==> src/rtl/fitness_pkg.sv <==
package fitness_pkg;
  typedef enum logic [1:0] {
    HS_PRISTINE = 2'd0,
    HS_SUSPECT  = 2'd1,
    HS_REPAIR   = 2'd2,
    HS_REFURB   = 2'd3
  } health_e;

  localparam int NCFG = 2;

  function automatic logic [15:0] rng_step(input logic [15:0] v);
    return {v[14:0], v[15] ^ v[13] ^ v[12] ^ v[10]};
  endfunction
endpackage

==> src/rtl/word_agree.sv <==
module word_agree #(
  parameter int DW = 16
) (
  input  logic [DW-1:0] a_i,
  input  logic [DW-1:0] b_i,
  output logic          same_o
);
  always_comb same_o = &(a_i ~^ b_i);
endmodule

==> src/rtl/window_pos.sv <==
module window_pos #(
  parameter int WIN_LEN = 600,
  parameter int CW      = 10
) (
  input  logic          clk,
  input  logic          rst,
  input  logic          vld_i,
  output logic [CW-1:0] pos_o,
  output logic          close_o
);
  localparam logic [CW-1:0] LAST = CW'(WIN_LEN - 1);

  always_comb close_o = vld_i && (pos_o == LAST);

  always_ff @(posedge clk) begin
    if (rst) pos_o <= '0;
    else if (vld_i) pos_o <= close_o ? '0 : pos_o + CW'(1);
  end
endmodule

==> src/rtl/reintro_draw.sv <==
module reintro_draw #(
  parameter int          RATE_TH = 6554,
  parameter logic [15:0] SEED    = 16'hACE1
) (
  input  logic                          clk,
  input  logic                          rst,
  input  logic                          step_i,
  output logic [fitness_pkg::NCFG-1:0] hit_o
);
  import fitness_pkg::*;
  localparam logic [15:0] TH16 = 16'(RATE_TH);

  logic [15:0] rng_q;

  always_comb begin
    hit_o[0] = rng_q < TH16;
    hit_o[1] = {rng_q[7:0], rng_q[15:8]} < TH16;
  end

  always_ff @(posedge clk) begin
    if (rst) rng_q <= SEED;
    else if (step_i) rng_q <= rng_step(rng_q);
  end
endmodule

==> src/rtl/cfg_health.sv <==
module cfg_health #(
  parameter int CW       = 10,
  parameter int SUSP_LIM = 6,
  parameter int REP_LIM  = 4
) (
  input  logic                 clk,
  input  logic                 rst,
  input  logic                 vld_i,
  input  logic                 same_i,
  input  logic                 close_i,
  input  logic                 draw_hit_i,
  output fitness_pkg::health_e state_o,
  output logic [CW-1:0]        miss_o,
  output logic [CW-1:0]        hit_o,
  output logic                 req_o
);
  import fitness_pkg::*;
  localparam logic [CW-1:0] SUSP_C = CW'(SUSP_LIM);
  localparam logic [CW-1:0] REP_C  = CW'(REP_LIM);

  logic          in_svc;
  logic [CW-1:0] miss_tot;
  health_e       nxt;

  always_comb begin
    in_svc   = (state_o != HS_REPAIR);
    miss_tot = miss_o + CW'(in_svc && !same_i);
    nxt      = state_o;
    unique case (state_o)
      HS_PRISTINE: if (miss_tot > SUSP_C) nxt = HS_SUSPECT;
      HS_SUSPECT: begin
        if (miss_tot > REP_C) nxt = HS_REPAIR;
        else if (miss_tot == '0) nxt = HS_PRISTINE;
      end
      HS_REPAIR: if (draw_hit_i) nxt = HS_REFURB;
      HS_REFURB: begin
        if (miss_tot > REP_C) nxt = HS_REPAIR;
        else if (miss_tot == '0) nxt = HS_PRISTINE;
      end
      default: nxt = HS_PRISTINE;
    endcase
  end

  always_ff @(posedge clk) begin
    if (rst) begin
      state_o <= HS_PRISTINE;
      miss_o  <= '0;
      hit_o   <= '0;
      req_o   <= 1'b0;
    end else if (vld_i) begin
      if (close_i) begin
        state_o <= nxt;
        req_o   <= (nxt == HS_REPAIR);
        miss_o  <= '0;
        hit_o   <= '0;
      end else if (in_svc) begin
        if (same_i) hit_o  <= hit_o + CW'(1);
        else        miss_o <= miss_o + CW'(1);
      end
    end
  end
endmodule

==> src/rtl/windowed_fitness_tracker.sv <==
module windowed_fitness_tracker #(
  parameter int          DW       = 16,
  parameter int          WIN_LEN  = 600,
  parameter int          SUSP_LIM = 6,
  parameter int          REP_LIM  = 4,
  parameter int          RATE_TH  = 6554,
  parameter logic [15:0] SEED     = 16'hACE1,
  parameter int          CW       = $clog2(WIN_LEN + 1)
) (
  input  logic          clk,
  input  logic          rst,
  input  logic          smp_vld_i,
  input  logic [DW-1:0] left_word_i,
  input  logic [DW-1:0] right_word_i,
  output logic [CW-1:0] win_pos_o,
  output logic [1:0]    left_state_o,
  output logic [1:0]    right_state_o,
  output logic [CW-1:0] left_miss_o,
  output logic [CW-1:0] left_hit_o,
  output logic [CW-1:0] right_miss_o,
  output logic [CW-1:0] right_hit_o,
  output logic [1:0]    repair_req_o
);
  import fitness_pkg::*;

  logic                same;
  logic                close;
  logic [NCFG-1:0]     draw_hit;
  health_e             st   [NCFG];
  logic [CW-1:0]       miss [NCFG];
  logic [CW-1:0]       hits [NCFG];

  word_agree #(.DW(DW)) u_agree (
    .a_i(left_word_i), .b_i(right_word_i), .same_o(same)
  );

  window_pos #(.WIN_LEN(WIN_LEN), .CW(CW)) u_pos (
    .clk(clk), .rst(rst), .vld_i(smp_vld_i), .pos_o(win_pos_o), .close_o(close)
  );

  reintro_draw #(.RATE_TH(RATE_TH), .SEED(SEED)) u_draw (
    .clk(clk), .rst(rst), .step_i(close), .hit_o(draw_hit)
  );

  for (genvar c = 0; c < NCFG; c++) begin : g_cfg
    cfg_health #(.CW(CW), .SUSP_LIM(SUSP_LIM), .REP_LIM(REP_LIM)) u_hl (
      .clk(clk), .rst(rst), .vld_i(smp_vld_i), .same_i(same),
      .close_i(close), .draw_hit_i(draw_hit[c]),
      .state_o(st[c]), .miss_o(miss[c]), .hit_o(hits[c]),
      .req_o(repair_req_o[c])
    );
  end

  always_comb begin
    left_state_o  = st[0];
    right_state_o = st[1];
    left_miss_o   = miss[0];
    left_hit_o    = hits[0];
    right_miss_o  = miss[1];
    right_hit_o   = hits[1];
  end
endmodule

==> config.mk <==
export PLATFORM = sky130hd
export DESIGN_NAME = windowed_fitness_tracker
export DESIGN_NICKNAME = d
export VERILOG_FILES = /design/src/rtl/fitness_pkg.sv /design/src/rtl/word_agree.sv /design/src/rtl/window_pos.sv /design/src/rtl/reintro_draw.sv /design/src/rtl/cfg_health.sv /design/src/rtl/windowed_fitness_tracker.sv
export SDC_FILE = /design/constraint.sdc
export NUM_CORES = 1
export LEC_CHECK = 0
export CAP_MARGIN = 10
export CORE_MARGIN = 4
export CORE_UTILIZATION = 33
export DETAILED_ROUTE_END_ITERATION = 6
export PLACE_DENSITY_LB_ADDON = 0.2
export SYNTH_ARGS = -nofsm -noshare
export SYNTH_HDL_FRONTEND = slang
export SYNTH_SLANG_ARGS = --single-unit
export TNS_END_PERCENT = 1
==> constraint.sdc <==
create_clock -name clk -period 3.9 [get_ports clk]
set_clock_uncertainty 0.1 [all_clocks]
set_input_delay 0.78 -clock clk [delete_from_list [all_inputs] [get_ports clk]]
set_output_delay 0.78 -clock clk [all_outputs]
set_load 0.05 [all_outputs]
==> key figures, run 1 <==
Outcome
  – Status: finished clean

Power and ir drop
  – Max VDD drop: 0.000219 V
  – P_leak: 1.82 nW
  – Total power: 0.00168 W
  – Pwr/cell area: 328 nW/um2

CTS
  – Post-CTS sizing: 0
  – Post-CTS setup buffers: 0
  – Clock Root Buffer: clkbuf_16
  – CTS tree: done
  – CTS H-tree lvls: 3
  – Clk Latency, worst-skew pair: 0.33 ns
  – Clock-pin slew on the worst setup and hold paths: 0.06 ns
  – Number of CTS-inserted buffers: 9
  – TritonCTS Sinks: 72
  – Post-CTS Hold Buffers: 0
  – Clk buf depth: 2

Floorplanning
  – # IOs: 91
  – Initial Util: 34.3%
  – DIE AREA: 13,200 um2
  – Width of the die: 115 um
  – Die height: 115 um
  – Total core area: 11,000 um2
  – Row Count: 38

GRT
  – Antenna violations before repair: 0
  – First-pass GRT wire length: 16.3 mm
  – Largest net degree at the start of global routing: 45
  – GRT Total Usage: 15.3%
  – Grt ovf: 0
  – Vias in the first global route: 3,278

Worst setup path
  – Top cell family by delay on the critical path: simple AND/OR/NAND/NOR gates
  – RR Endpoint: g_cfg[0].u_hl.state_o[0]$_SDFFE_PP0P_
  – Buf/Inv on CP: 2
  – CP arrival: 3.76 ns
  – Slowest CP cell: or4b_1
  – Worst-path cell chain: clkdlybuf4s50_1 -> xor2_1 -> nor4_1 -> nand4_1 -> buf_4 -> and2_1 -> ha_1 -> ha_1 -> and3_1 -> nor4_1 -> o221ai_1 -> or4b_1 -> a31oi_1
  – R2R Setup Slk: 1.30 ns
  – Worst path max stage delay: 0.51 ns
  – Crit path capture type: flop
  – R2R cell count: 9
  – WP data required: 4.06 ns
  – CP Launch Type: input pin
  – Kind of critical path: in -> reg
  – Crit-path max FO: 8
  – Worst reg2reg startpoint: g_cfg[0].u_hl.state_o[0]$_SDFFE_PP0P_

Timing
  – Rel. slew slack: 60.2%
  – Final Setup Violations: 0
  – Hold Violations, Final: 0
  – Fmax: 0.278 GHz
  – Setup TNS: 0 ns
  – Final worst slack: 0.297 ns
  – Unrepaired setup endpoints after global routing: false
  – Worst Max-Slew Pin Slew: 0.595 ns
  – Fin. max-slew vios: 0
  – Tmin final: 3.60 ns
  – Final worst path period share: 92.4%

Final layout
  – Final Non-Filler Cells: 699
  – Share of layout cells above drive strength 1: 5.55%
  – Synthesis-to-layout area growth: 36.4%
  – Ant diodes: 0
  – Nets: 598

Drt
  – DRT iter0 DRCs: 229
  – Final ANT Viol Nets: 0
  – DRC Markers: 0
  – WL final: 9.81 mm
  – DR WL/cell: 14.0 um
  – Via density: 5.01
  – Vias: 3,504
  – First-pass DRT Iterations: 4

Place
  – GP Congestion: 0.824
  – Worst slack at placement: -0.0583 ns
  – Cell count after placement: 683
  – Detail Placement HPWL: 7.21 mm
  – Port Buffer Count: 90

Synth
  – Synth Warn #: 0
  – Flops & latches, synth: 72
  – Post-synthesis average cell area: 8.11 um2
  – Register area share after synthesis: 38.3%
  – Mapped Area: 3760 um2
  – Syn_nets: 508
  – Post-synthesis cell type count: 42
  – Asr flop ratio synth: 0%
  – EDFF count, synth: 0
  – Main synth FF type: dfxtp_1
  – Post-Synthesis Cells: 464

Worst hold path
  – Number of cells on the worst hold path: 2
  – Worst hold path type: reg -> reg
  – Hold path start: g_cfg[0].u_hl.req_o$_SDFFE_PP0P_
  – WHS Endpoint: g_cfg[0].u_hl.req_o$_SDFFE_PP0P_

Flow run
  – Maxcap violations: 0
-- cell usage after synthesis (3+ instances only) --
cell      count  area, um2
a21oi_1      20        100
a31oi_1       3       18.8
and2_1        6       37.5
and3_1        9       56.3
clkbuf_1     23       86.3
dfxtp_1      72       1440
ha_1          9        113
inv_1         5       18.8
nand2_1      57        214
nand2b_1      7       43.8
nand3_1      22        110
nand3b_1      9       67.6
nand4_1      16        100
nor2_1       62        233
nor3_1       11       55.1
nor3b_1       4       30.0
nor4_1       16        100
nor4b_1       5       43.8
o211ai_1      3       22.5
o21ai_0       6       30.0
o31ai_1       3       22.5
or3_1         3       18.8
or4_1         4       30.0
xnor2_1      32        280
xor2_1       34        298
-- worst max-delay path by stage --
stage | depth (start not counted) | slack (ns) | to | start
3_5_place_dp | 13 | -0.06 | g_cfg[0].u_hl.state_o[0]$_SDFFE_PP0P_ | right_word_i[10]
2_1_floorplan | 12 | 0.48 | g_cfg[1].u_hl.state_o[0]$_SDFFE_PP0P_ | right_word_i[15]
3_3_place_gp | 13 | -0.01 | g_cfg[0].u_hl.state_o[0]$_SDFFE_PP0P_ | right_word_i[10]
4_1_cts | 13 | 0.29 | g_cfg[0].u_hl.state_o[0]$_SDFFE_PP0P_ | right_word_i[10]
5_1_grt | 13 | 0.07 | g_cfg[0].u_hl.state_o[0]$_SDFFE_PP0P_ | right_word_i[10]
6_report | 13 | 0.30 | g_cfg[0].u_hl.state_o[0]$_SDFFE_PP0P_ | right_word_i[6]
-- flip-flops by register name (all words and copies together) (netlist names) --
register	cells
g_cfg.u_hl.hit_o	20
g_cfg.u_hl.miss_o	20
g_cfg.u_hl.req_o	2
g_cfg.u_hl.state_o	4
u_draw.rng_q	16
u_pos.pos_o	10
-- where the power goes --
part	leakage (nW)	internal, W	switching [W]
clock	0.139	0.000482	0.000303
sequential	0.581	0.000742	0.0000108
combinational	1.10	0.0000708	0.0000747
-- placed cells by master, fill, tap and decap left out, drive strengths merged, types with 3 or more instances in the layout --
cell type / Yosys / layout
clkdlybuf4s50: 0 / 90
a31oi: 3 / 3
nand4: 16 / 16
nand2b: 7 / 7
dfxtp: 72 / 72
nor3: 11 / 11
o31ai: 3 / 3
nor4b: 5 / 5
o211ai: 3 / 3
o21ai: 6 / 6
xor2: 34 / 34
nor4: 16 / 16
or4: 4 / 4
or3: 3 / 3
a21oi: 20 / 20
clkbuf: 23 / 14
nand3: 22 / 22
nand2: 57 / 57
ha: 9 / 9
and2: 6 / 6
nor3b: 4 / 4
xnor2: 32 / 32
nor2: 62 / 62
and3: 9 / 9
inv: 5 / 5
buf: 3 / 15
nand3b: 9 / 9
-- area by class of cell --
| cell class | count | area, um2 |
|---|---|---|
| fillers | 1088 | 5850 |
| repair buffers | 105 | 1010 |
| multi-input cells | 361 | 2200 |
| clock inverters | 2 | 12.5 |
| flip-flops and latches | 72 | 1440 |
| inverters | 5 | 18.8 |
| well taps | 140 | 175 |
| clock buffers | 14 | 274 |
-- through the flow --
step	cell area [um2]	utilization, %	hold WS, ns
2_1_floorplan	3760	-	0.321
3_3_place_gp	4850	44.1	0.361
3_5_place_dp	4850	44.1	0.365
4_1_cts	5130	46.7	0.373
5_1_grt	5130	46.7	0.395
6_report	5130	46.7	0.369
-- worst register-to-register path, stage by stage, from the launching register on --
cell	delay (ns)
dfxtp_1	0.37
nand2b_1	0.27
and2_1	0.24
ha_1	0.20
ha_1	0.19
and3_1	0.19
nor4_1	0.17
o221ai_1	0.17
or4b_1	0.51
a31oi_1	0.13
-- layer usage --
layer / part of all wire [%] / wire length, um / track usage [%] / vias to the layer above
li1: - / - / - / 1796
met1: 46 / 4500 / 19.9 / 1628
met2: 48 / 4720 / 24.9 / 70
met3: 5.0 / 489 / 4.42 / 10
met4: 0.97 / 95 / 4.30 / 0
met5: 0 / 0 / 0 / -
-- logic make-up after synthesis --
family	synth area share (%)
compound gates	7.65
buf+inv	3.32
xor+xnor	15.4
fa+ha+maj	2.99
flops	38.3
simple gates	31.8
mux	0.532
Power figures use the tool's default switching activity.
==> run 2, diff against run 1 <==
ABC_AREA = 1   (was unset)
CORE_UTILIZATION = 34   (was 33)
SYNTH_HIERARCHICAL = 1   (was unset)
==> run 2 against run 1 <==
Via count grew 28%. Power grew 8.0%. Non-clock buffer count shrank 8. Critical path type unchanged. Critical endpoint is now g_cfg[1].u_hl/req_o$_SDFFE_PP0P_. Largest power group unchanged.
==> key figures, run 2 <==
Outcome
  – Status: finished clean (unchanged)

GRT
  – Antenna violations before repair: 0 (unchanged)
  – Vias in the first global route: 4,346 (was 3,278)
  – GRT Total Usage: 15.5% (was 15.3%)
  – Largest net degree at the start of global routing: 18 (was 45)
  – Grt ovf: 0 (unchanged)
  – First-pass GRT wire length: 19.0 mm (was 16.3 mm)

Worst setup path
  – Buf/Inv on CP: 4 (was 2)
  – WP data required: 4.04 ns (was 4.06 ns)
  – R2R cell count: 11 (was 9)
  – Top cell family by delay on the critical path: simple AND/OR/NAND/NOR gates (unchanged)
  – Crit path capture type: flop (unchanged)
  – CP arrival: 3.49 ns (was 3.76 ns)
  – Crit-path max FO: 4 (was 8)
  – Worst-path cell chain: clkdlybuf4s50_1 -> nand2_1 -> nand2_1 -> nand2_1 -> nor2_1 -> nand2_1 -> nor2_1 -> buf_4 -> nor2_2 -> ha_1 -> ha_1 -> nand3_1 -> nand2_1 -> nand2_1 -> nand3_1 -> inv_1 -> nand2_1 -> nor2_1 -> and2_1 -> nand2_1 -> nand2_1 -> nand2_1 -> nand2_1 -> inv_1 (was clkdlybuf4s50_1 -> xor2_1 -> nor4_1 -> nand4_1 -> buf_4 -> and2_1 -> ha_1 -> ha_1 -> and3_1 -> nor4_1 -> o221ai_1 -> or4b_1 -> a31oi_1)
  – Slowest CP cell: clkdlybuf4s50_1 (was or4b_1)
  – Cell mode on critical path: nand2_1
  – Worst path max stage delay: 0.48 ns (was 0.51 ns)
  – CP Launch Type: input pin (unchanged)
  – Crit path depth: 24 (was 13)
  – Kind of critical path: in -> reg (unchanged)

Floorplanning
  – Row Count: 41 (was 38)
  – Initial Util: 34.9% (was 34.3%)
  – DIE AREA: 14,900 um2 (was 13,200 um2)
  – Die height: 122 um (was 115 um)
  – # IOs: 91 (unchanged)
  – Total core area: 12,700 um2 (was 11,000 um2)
  – Width of the die: 122 um (was 115 um)

Drt
  – DRC Markers: 0 (unchanged)
  – Via density: 4.71 (was 5.01)
  – Final ANT Viol Nets: 0 (unchanged)
  – First-pass DRT Iterations: 4 (unchanged)
  – WL final: 11.0 mm (was 9.81 mm)
  – Vias: 4,476 (was 3,504)
  – DRT iter0 DRCs: 239 (was 229)
  – DR WL/cell: 11.6 um (was 14.0 um)

Place
  – Port Buffer Count: 90 (unchanged)
  – Cell count after placement: 934 (was 683)
  – GP Congestion: 0.864 (was 0.824)
  – Detail Placement HPWL: 8.58 mm (was 7.21 mm)

Flow run
  – Maxcap violations: 0 (unchanged)

Final layout
  – Most frequent cells in the layout: nand2_1 (158), clkdlybuf4s50_1 (90), inv_1 (89) (was clkdlybuf4s50_1 (90), dfxtp_1 (72), nor2_1 (62))
  – Share of layout cells above drive strength 1: 10.7% (was 5.55%)
  – Nets: 817 (was 598)
  – Final Non-Filler Cells: 950 (was 699)
  – Most common cell after layout, fill and taps aside: nand2_1 (was clkdlybuf4s50_1)
  – Largest registers: g_cfg.u_hl/hit_o: 20 flops, g_cfg.u_hl/miss_o: 20 flops, u_draw/rng_q: 16 flops (was g_cfg.u_hl.hit_o: 20 flops, g_cfg.u_hl.miss_o: 20 flops, u_draw.rng_q: 16 flops)
  – FF+latch area: 1440 um2 (unchanged)
  – Ant diodes: 0 (unchanged)
  – Synthesis-to-layout area growth: 32.7% (was 36.4%)
  – Fill cell count: 1,280 (was 1,088)
  – Multi-input combinational cell area: 2590 um2 (was 2200 um2)

Power and ir drop
  – Sw frac: 22.4% (was 23.1%)
  – Pwr/cell area: 309 nW/um2 (was 328 nW/um2)
  – Sequential share of power: 41.3% (was 44.7%)
  – Logic gate share of total power: 8.3% (was 8.6%)
  – Max VDD drop: 0.000202 V (was 0.000219 V)
  – Pint: 0.00141 W (was 0.00129 W)
  – P_sw: 0.000408 W (was 0.000388 W)
  – P_leak: 2.51 nW (was 1.82 nW)
  – Clock share of power: 50.4% (was 46.6%)

Synth
  – Most common cell in the netlist: nand2_1 (was dfxtp_1)
  – Synth area leader: dfxtp_1 (unchanged)
  – Commonest cells in the netlist: nand2_1 (158), inv_1 (89), nor2_1 (75), dfxtp_1 (72), nand3_1 (62) (was dfxtp_1 (72), nor2_1 (62), nand2_1 (57), xor2_1 (34), xnor2_1 (32))
  – Asr flop ratio synth: 0% (unchanged)
  – Post-synthesis average cell area: 6.60 um2 (was 8.11 um2)
  – Top cell type's share of synthesized area: 32.5% (was 38.3%)
  – Post-synthesis cell type count: 37 (was 42)
  – Mapped Area: 4440 um2 (was 3760 um2)
  – Synth Warn #: 6 (was 0)
  – Main synth FF type: dfxtp_1 (unchanged)
  – Flops & latches, synth: 72 (unchanged)
  – Post-Synthesis Cells: 672 (was 464)
  – Register area share after synthesis: 32.5% (was 38.3%)
  – Syn_nets: 716 (was 508)
  – EDFF count, synth: 0 (unchanged)
  – Top cells by area, synth: dfxtp_1 (32%), nand2_1 (13%), inv_1 (7.5%) (was dfxtp_1 (38%), xor2_1 (7.9%), xnor2_1 (7.4%))

CTS
  – Post-CTS Hold Buffers: 0 (unchanged)
  – Post-CTS sizing: 0 (unchanged)
  – CTS tree: done (unchanged)
  – Clk Latency, worst-skew pair: 0.34 ns (was 0.33 ns)
  – Clock-pin slew on the worst setup and hold paths: 0.06 ns (about the same)
  – TritonCTS Sinks: 72 (unchanged)
  – CTS H-tree lvls: 3 (unchanged)
  – Post-CTS setup buffers: 0 (unchanged)
  – Number of CTS-inserted buffers: 9 (unchanged)
  – Clk buf depth: 2 (unchanged)
  – Clock Root Buffer: clkbuf_16 (unchanged)

Timing
  – Final worst path period share: 85.9% (was 92.4%)
  – Unrepaired setup endpoints after global routing: false (unchanged)
  – Fin. max-slew vios: 0 (unchanged)
  – Setup TNS: 0 ns (unchanged)
  – Hold Violations, Final: 0 (unchanged)
  – Tmin final: 3.35 ns (was 3.60 ns)
  – Rel. slew slack: 53.8% (was 60.2%)
  – Worst Max-Slew Pin Slew: 0.691 ns (was 0.595 ns)
  – Final Setup Violations: 0 (unchanged)
  – Fmax: 0.299 GHz (was 0.278 GHz)

Worst hold path
  – Worst hold path type: reg -> reg (unchanged)
  – Number of cells on the worst hold path: 1 (was 2)
==> run 2: per-stage QoR <==
stage	power (W)	worst slack [ns]	area (um2)	util, %	hold slack [ns]
detailed placement	0.000918	0.216	5550	43.6	0.384
CTS	0.00185	0.566	5890	46.3	0.391
global route	0.00190	0.155	5890	46.3	0.418
floorplan	0.000849	0.875	4440	-	0.352
finish	0.00182	0.550	5890	46.3	0.390
global placement	0.000915	0.292	5550	43.6	0.372
==> run 2: cells by family (layout without fill, tap and decap cells) <==
logic type,count (synthesis),count (layout),share of synthesized area (%)
AO/OA/AOI/OAI,95,95,11.4
adder cells (fa/ha/maj),9,9,2.54
buffers and inverters,101,207,9.14
AND/OR/NAND/NOR,380,380,41.5
XOR/XNOR,15,15,2.96
flip-flops,72,72,32.5
==> run 2: metal layers <==
metal | wire length, um | vias to the layer above | GRT usage, %
li1 | - | 2365 | -
met1 | 5020 | 2009 | 19.4
met2 | 5320 | 87 | 25.7
met3 | 528 | 15 | 4.70
met4 | 153 | 0 | 4.76
met5 | 0 | - | 0
==> run 2: cell type report <==
class | instances | share of cell area (%)
timing repair buffer | 97 | 16.2
clock inverter | 4 | 1.30
clock buffer | 12 | 4.36
multi-input combinational | 499 | 44.0
sequential | 72 | 24.5
inverter | 94 | 5.99
tap | 172 | 3.66
==> run 2: worst paths after layout <==
path / startpoint / to / slack (ns)
worst max-delay path: left_word_i[1] / g_cfg[1].u_hl/req_o$_SDFFE_PP0P_ / 0.55
worst min-delay path: g_cfg[1].u_hl/hit_o[7]$_SDFFE_PP0P_ / g_cfg[1].u_hl/hit_o[8]$_SDFFE_PP0P_ / 0.39
worst max register to register: u_pos/pos_o[0]$_SDFFE_PP0P_ / g_cfg[1].u_hl/miss_o[3]$_SDFFE_PP0P_ / 1.29
worst min register to register: g_cfg[1].u_hl/hit_o[7]$_SDFFE_PP0P_ / g_cfg[1].u_hl/hit_o[8]$_SDFFE_PP0P_ / 0.39
==> run 2: power groups by stage <==
stage / logic [W] / registers, W / clock network (W)
after floorplan: 0.0000671 / 0.000782 / 0
after global placement: 0.000148 / 0.000766 / 0
after detailed placement: 0.000152 / 0.000766 / 0
after CTS: 0.000152 / 0.000750 / 0.000943
after global routing: 0.000168 / 0.000751 / 0.000977
final: 0.000151 / 0.000750 / 0.000916
